### src/rtl/fwd_select.sv
module fwd_select #(
  parameter int REG_W = 5
) (
  input  logic [REG_W-1:0] src_a_idx,
  input  logic [REG_W-1:0] src_b_idx,
  input  logic [REG_W-1:0] mem_dst_idx,
  input  logic             mem_wr_en,
  input  logic [REG_W-1:0] wb_dst_idx,
  input  logic             wb_wr_en,
  output logic [1:0]       sel_a,
  output logic [1:0]       sel_b
);

  localparam int          NUM_OPS = 2;
  localparam logic [1:0]  SEL_RF  = 2'b00;
  localparam logic [1:0]  SEL_MEM = 2'b10;
  localparam logic [1:0]  SEL_WB  = 2'b01;

  logic             mem_live;
  logic             wb_live;
  logic [REG_W-1:0] src_idx [NUM_OPS];
  logic [1:0]       sel     [NUM_OPS];

  assign mem_live   = mem_wr_en && (mem_dst_idx != '0);
  assign wb_live    = wb_wr_en  && (wb_dst_idx  != '0);

  assign src_idx[0] = src_a_idx;
  assign src_idx[1] = src_b_idx;

  for (genvar i = 0; i < NUM_OPS; i++) begin : g_op
    logic hit_mem;
    logic hit_wb;
    assign hit_mem = mem_live && (mem_dst_idx == src_idx[i]);
    assign hit_wb  = wb_live  && (wb_dst_idx  == src_idx[i]);
    assign sel[i]  = hit_mem ? SEL_MEM : (hit_wb ? SEL_WB : SEL_RF);
  end

  assign sel_a = sel[0];
  assign sel_b = sel[1];

endmodule

### config.mk
export PLATFORM = sky130hd
export DESIGN_NAME = fwd_select
export DESIGN_NICKNAME = d
export VERILOG_FILES = /design/src/rtl/fwd_select.sv
export SDC_FILE = /design/constraint.sdc
export NUM_CORES = 1
export LEC_CHECK = 0
export BUFFER_PORTS_ARGS = -buffer_cell sky130_fd_sc_hd__buf_4
export CAP_MARGIN = 25
export CORE_AREA = 4 4 41 43
export DETAILED_ROUTE_END_ITERATION = 7
export DIE_AREA = 0 0 45 47
export SETUP_SLACK_MARGIN = 0.15
export SLEW_MARGIN = 5
export SYNTH_ARGS = -nofsm -noshare
export SYNTH_HDL_FRONTEND = slang
export SYNTH_SLANG_ARGS = --single-unit
### constraint.sdc
create_clock -name vclk -period 1.08
set_input_delay 0 -clock vclk [all_inputs]
set_output_delay 0 -clock vclk [all_outputs]
set_load 0.1 [all_outputs]
=== Word level (Yosys, flattened, before mapping) ===
Cells that the tools add are included.

* Flip-flop bits (word level): 0
* Latch bits: 0
* RAM bits: 0
* ROM bits: 0
* Bits of input ports: 22
* Output and inout bits: 4
* Logic and storage cells: 16
* Memories: 0

* $add $sub $neg: 0
* $mul: 0
* Divide/modulo/power cells: 0
* $lt $le $gt $ge: 0
* Eq/ne operators: 4
* Shift-type cells: 0
* Mux-type cells: 4
* Bitwise logic cells: 0
* Reductions and logical operators: 8

{| class="wikitable"
|+ Operators with widths
! operator !! count
|-
| $eq 5x5->1 || 4
|-
| $reduce_bool 5->1 || 2
|-
| $logic_and 1x1->1 || 6
|-
| $mux 2 || 2
|-
| $mux 1 || 2
|}

=== Logic depth before layout (Yosys ltp) ===
* Word-level depth: 5
* Gate-level depth with buffers: 4
* Depth with buffers taken out: 4

=== Worst setup path before layout ===
OpenSTA, ideal clock, no wires.

* Path type: input-to-output
* Start: input port mem_dst_idx[1]
* End: output port sel_a[0]
* Arrival time: 2.503 ns
* Required time: 1.080 ns
* Setup slack: -1.423 ns
* Stages: 4
* Buffers on the path: 0
* Cell sequence: or4_1 o21ai_2 nor4_1 nor4_2

* Cells in the longest elaborated chain, start to end: 4
* Elaborated cells between the ends (all ways): 5
* Those cells by class: 1 x eq/ne; 1 x mux; 3 x reduce/logical

{| class="wikitable"
|+ Ends and longest elaborated chain
! what !! RTL line !! RTL
|-
| start: declaration || 6 || <nowiki>input logic [REG_W-1:0] mem_dst_idx,</nowiki>
|-
| $reduce_bool 5->1 || 24 || <nowiki>assign mem_live = mem_wr_en && (mem_dst_idx != '0);</nowiki>
|-
| $logic_and 1x1->1 || 24 ||
|-
| $logic_and 1x1->1 (*) || 33 || <nowiki>assign hit_mem = mem_live && (mem_dst_idx == src_idx[i]);</nowiki>
|-
| net g_op[0].hit_mem || 31 || <nowiki>logic hit_mem;</nowiki>
|-
| $mux 2 (*) || 35 || <nowiki>assign sel[i] = hit_mem ? SEL_MEM : (hit_wb ? SEL_WB : SEL_RF);</nowiki>
|-
| end: declaration || 10 || <nowiki>output logic [1:0] sel_a,</nowiki>
|}

Mark *: on every way through the listed nets, which the timed path passes. The rest lies on a longest branch.

=== Worst setup path in the final report ===
* Start: input port mem_dst_idx[1]
* End: output port sel_b[0]

* Cells in the longest elaborated chain, start to end: 4
* Elaborated cells between the ends (all ways): 5
* Those cells by class: 1 x eq/ne; 1 x mux; 3 x reduce/logical

{| class="wikitable"
|+ Ends and longest elaborated chain
! what !! RTL line !! RTL
|-
| $reduce_bool 5->1 || 24 ||
|-
| $logic_and 1x1->1 || 24 ||
|-
| $logic_and 1x1->1 (*) || 33 ||
|-
| $mux 2 (*) || 35 ||
|-
| end: declaration || 11 || <nowiki>output logic [1:0] sel_b</nowiki>
|}

Mark *: on every way between the ends. The rest lies on a longest branch, timed or not.

==> results.sh <==
export IMPL_status="finished, violations left"
export IMPL_failed_checks="setup timing"
export IMPL_p_leak_nw=0.296
export IMPL_synth_top_family_by_area="XOR/XNOR gates"
export IMPL_max_freq_mhz=712
export IMPL_final_max_slew_violation_count=0
export IMPL_die_w_um=45
export IMPL_flops_and_latches=0
export IMPL_muxShareOfSynthArea_pct=0
export IMPL_antenna_found_initial=0
export IMPL_viasPerCell=4.28
export IMPL_p_per_area_mw_per_mm2=390
export IMPL_timing_final_ws_setup_ns=-0.325
export IMPL_dieHeight_um=47
export IMPL_ys_warn_count=0
export IMPL_min_path_cells=4
export IMPL_dpl_hpwl_um=928
export IMPL_critPathRequiredTime_ns=1.08
export IMPL_synth_fa_ha_area_share_pct=0
export IMPL_place_area_um2=629
export IMPL_cp_end_kind="primary output"
export IMPL_overflow=0
export IMPL_initial_utilization_pct=21.9
export IMPL_antenna_left=0
export IMPL_synth_xor_area_share_pct=61.4
export IMPL_cts_hold_fix_buffers=0
export IMPL_hold_path_class="input pin to primary output"
export IMPL_place_gp_congestion=0.754
export IMPL_rows=13
export IMPL_worstPathArrival_ns=1.41
export IMPL_setup_viol=4
export IMPL_synth_cells=36
export IMPL_worstHoldEndpoint="sel_a[0]"
export IMPL_yosys_area_share_simple_pct=30.3
export IMPL_fin_area_um2=701
export IMPL_slowest_stage="or4_4"
export IMPL_area_delta_synth_final_pct=146
export IMPL_grt_util_all_layers_pct=10.2
export IMPL_total_power_mw=0.273
export IMPL_vdd_drop_max_uv=185
export IMPL_path_cells="buf_8, or4_4, o21ai_4, nor4_2, nor4_4, buf_6"
export IMPL_grt_max_degree=4
export IMPL_synth_top_cell_by_area="xnor2_1"
export IMPL_synth_top_area_share_pct=49.1
export IMPL_hp_start="wb_wr_en"
export IMPL_ys_seq_area_share_pct=0
export IMPL_io_pins=26
export IMPL_p_sw_mw=0.117
export IMPL_grt_pass1_wl_um=1660
export IMPL_routed_wl_um=1010
export IMPL_synthesis_nets=58
export IMPL_ys_top_cells_by_area="xnor2_1 49%, xor2_1 12%, nor4_2 8.8%"
export IMPL_synth_compound_area_share_pct=3.07
export IMPL_pwr_share_clk_pct=0
export IMPL_layout_drive_gt1_share_pct=64.1
export IMPL_crit_type="input pin to primary output"
export IMPL_wire_per_inst_um=10.9
export IMPL_vias=398
export IMPL_switching_share_pct=42.8
export IMPL_syn_area_per_cell_um2=7.92
export IMPL_intPower_mw=0.156
export IMPL_finalCritPeriodShare_pct=130
export IMPL_comb_power_share_pct=100.0
export IMPL_max_slew_margin_rel_pct=69.1
export IMPL_rsz0062_at_grt="true"
export IMPL_portBuffers=26
export IMPL_tns_ns=-0.879
export IMPL_crit_path_start_kind="input pin"
export IMPL_core_mm2=0.00130
export IMPL_grt_pass1_vias=424
export IMPL_layout_commonest_cell="buf_4"
export IMPL_seq_area_um2=0
export IMPL_clkbuf_count=0
export IMPL_num_fill_cells=131
export IMPL_fin_nets=102
export IMPL_synth_distinct_cells=11
export IMPL_post_route_min_period_ns=1.41
export IMPL_detail_route_first_pass_iterations=3
export IMPL_cap_violations=0
export IMPL_die_area_mm2=0.00212
export IMPL_antenna_cells=0
export IMPL_worstMarginPinSlew_ns=0.459
export IMPL_layout_common_cells="39 x buf_4, 16 x xnor2_1, 4 x xor2_1"
export IMPL_hold_viol=0
export IMPL_placed_cells=92
export IMPL_slowest_delay_ns=0.53
export IMPL_path_max_fanout=2
export IMPL_pwr_share_seq_pct=0
export IMPL_synth_area_um2=285
export IMPL_drc_errors=0
export IMPL_drt_iter0_drc=3
export IMPL_stdcell_count=93
[final cells by class]
class	instances	area, um2	share of cell area (%)
Tap cell	15	18.8	2.68
Timing Repair Buffer	44	362	51.6
Multi-Input combinational cell	34	320	45.7
[power by group through the flow]
stage / clock, mW / sequential [mW] / combinational (mW)
floorplan: 0 / 0 / 0.106
global placement: 0 / 0 / 0.247
detailed placement: 0 / 0 / 0.250
CTS: 0 / 0 / 0.275
global route: 0 / 0 / 0.294
finish: 0 / 0 / 0.273
[worst max-delay path: cells and delay by family]
family / cells / cell delay (ns)
AND/OR/NAND/NOR: 3 / 0.85
AO/OA/AOI/OAI: 1 / 0.19
buffers and inverters: 2 / 0.35
[synthesized netlist by cell type]
master / instances
nand4_1: 2
nor2_1: 1
xor2_1: 4
xnor2_1: 16
o21ai_2: 1
nor4_1: 2
or4_1: 2
buf_4: 2
nor4_2: 2
nand3_1: 2
nand2_1: 2
[worst max-delay path by stage]
stage,end,depth (start not counted),startpoint
finish,sel_b[0],6,mem_dst_idx[1]
global route,sel_b[0],6,mem_dst_idx[1]
CTS,sel_b[0],6,mem_dst_idx[1]
detailed placement,sel_b[0],6,mem_dst_idx[1]
global placement,sel_a[0],6,mem_dst_idx[1]
floorplan,sel_a[0],4,mem_dst_idx[1]
[cell families after synthesis]
group / after synthesis
AND/OR/NAND/NOR: 13
AO/OA/AOI/OAI: 1
XOR/XNOR: 20
buffers and inverters: 2
[repair_timing]
item                       4_1_cts  5_1_grt
setup buffers                    1        0
setup endpoints to repair        4        4
hold endpoints to repair         0        0
resized for setup               13        0
[through the flow]
| stage | util (%) | hold slack [ns] | worst slack, ns |
|---|---|---|---|
| 2_1_floorplan | - | 0.229 | -0.728 |
| 6_report | 53.8 | 0.454 | -0.325 |
| 3_5_place_dp | 48.4 | 0.502 | -0.372 |
| 3_3_place_gp | 48.4 | 0.492 | -0.351 |
| 4_1_cts | 53.8 | 0.461 | -0.312 |
| 5_1_grt | 53.8 | 0.469 | -0.390 |
[per-layer routing]
metal	part of all wire (%)	track usage, %	vias up
li1	-	-	210
met1	33	11.7	175
met2	60	22.0	13
met3	6.7	0	0
met4	0	0	0
met5	0	0	-
No activity file was read; power rests on OpenSTA's default activity.
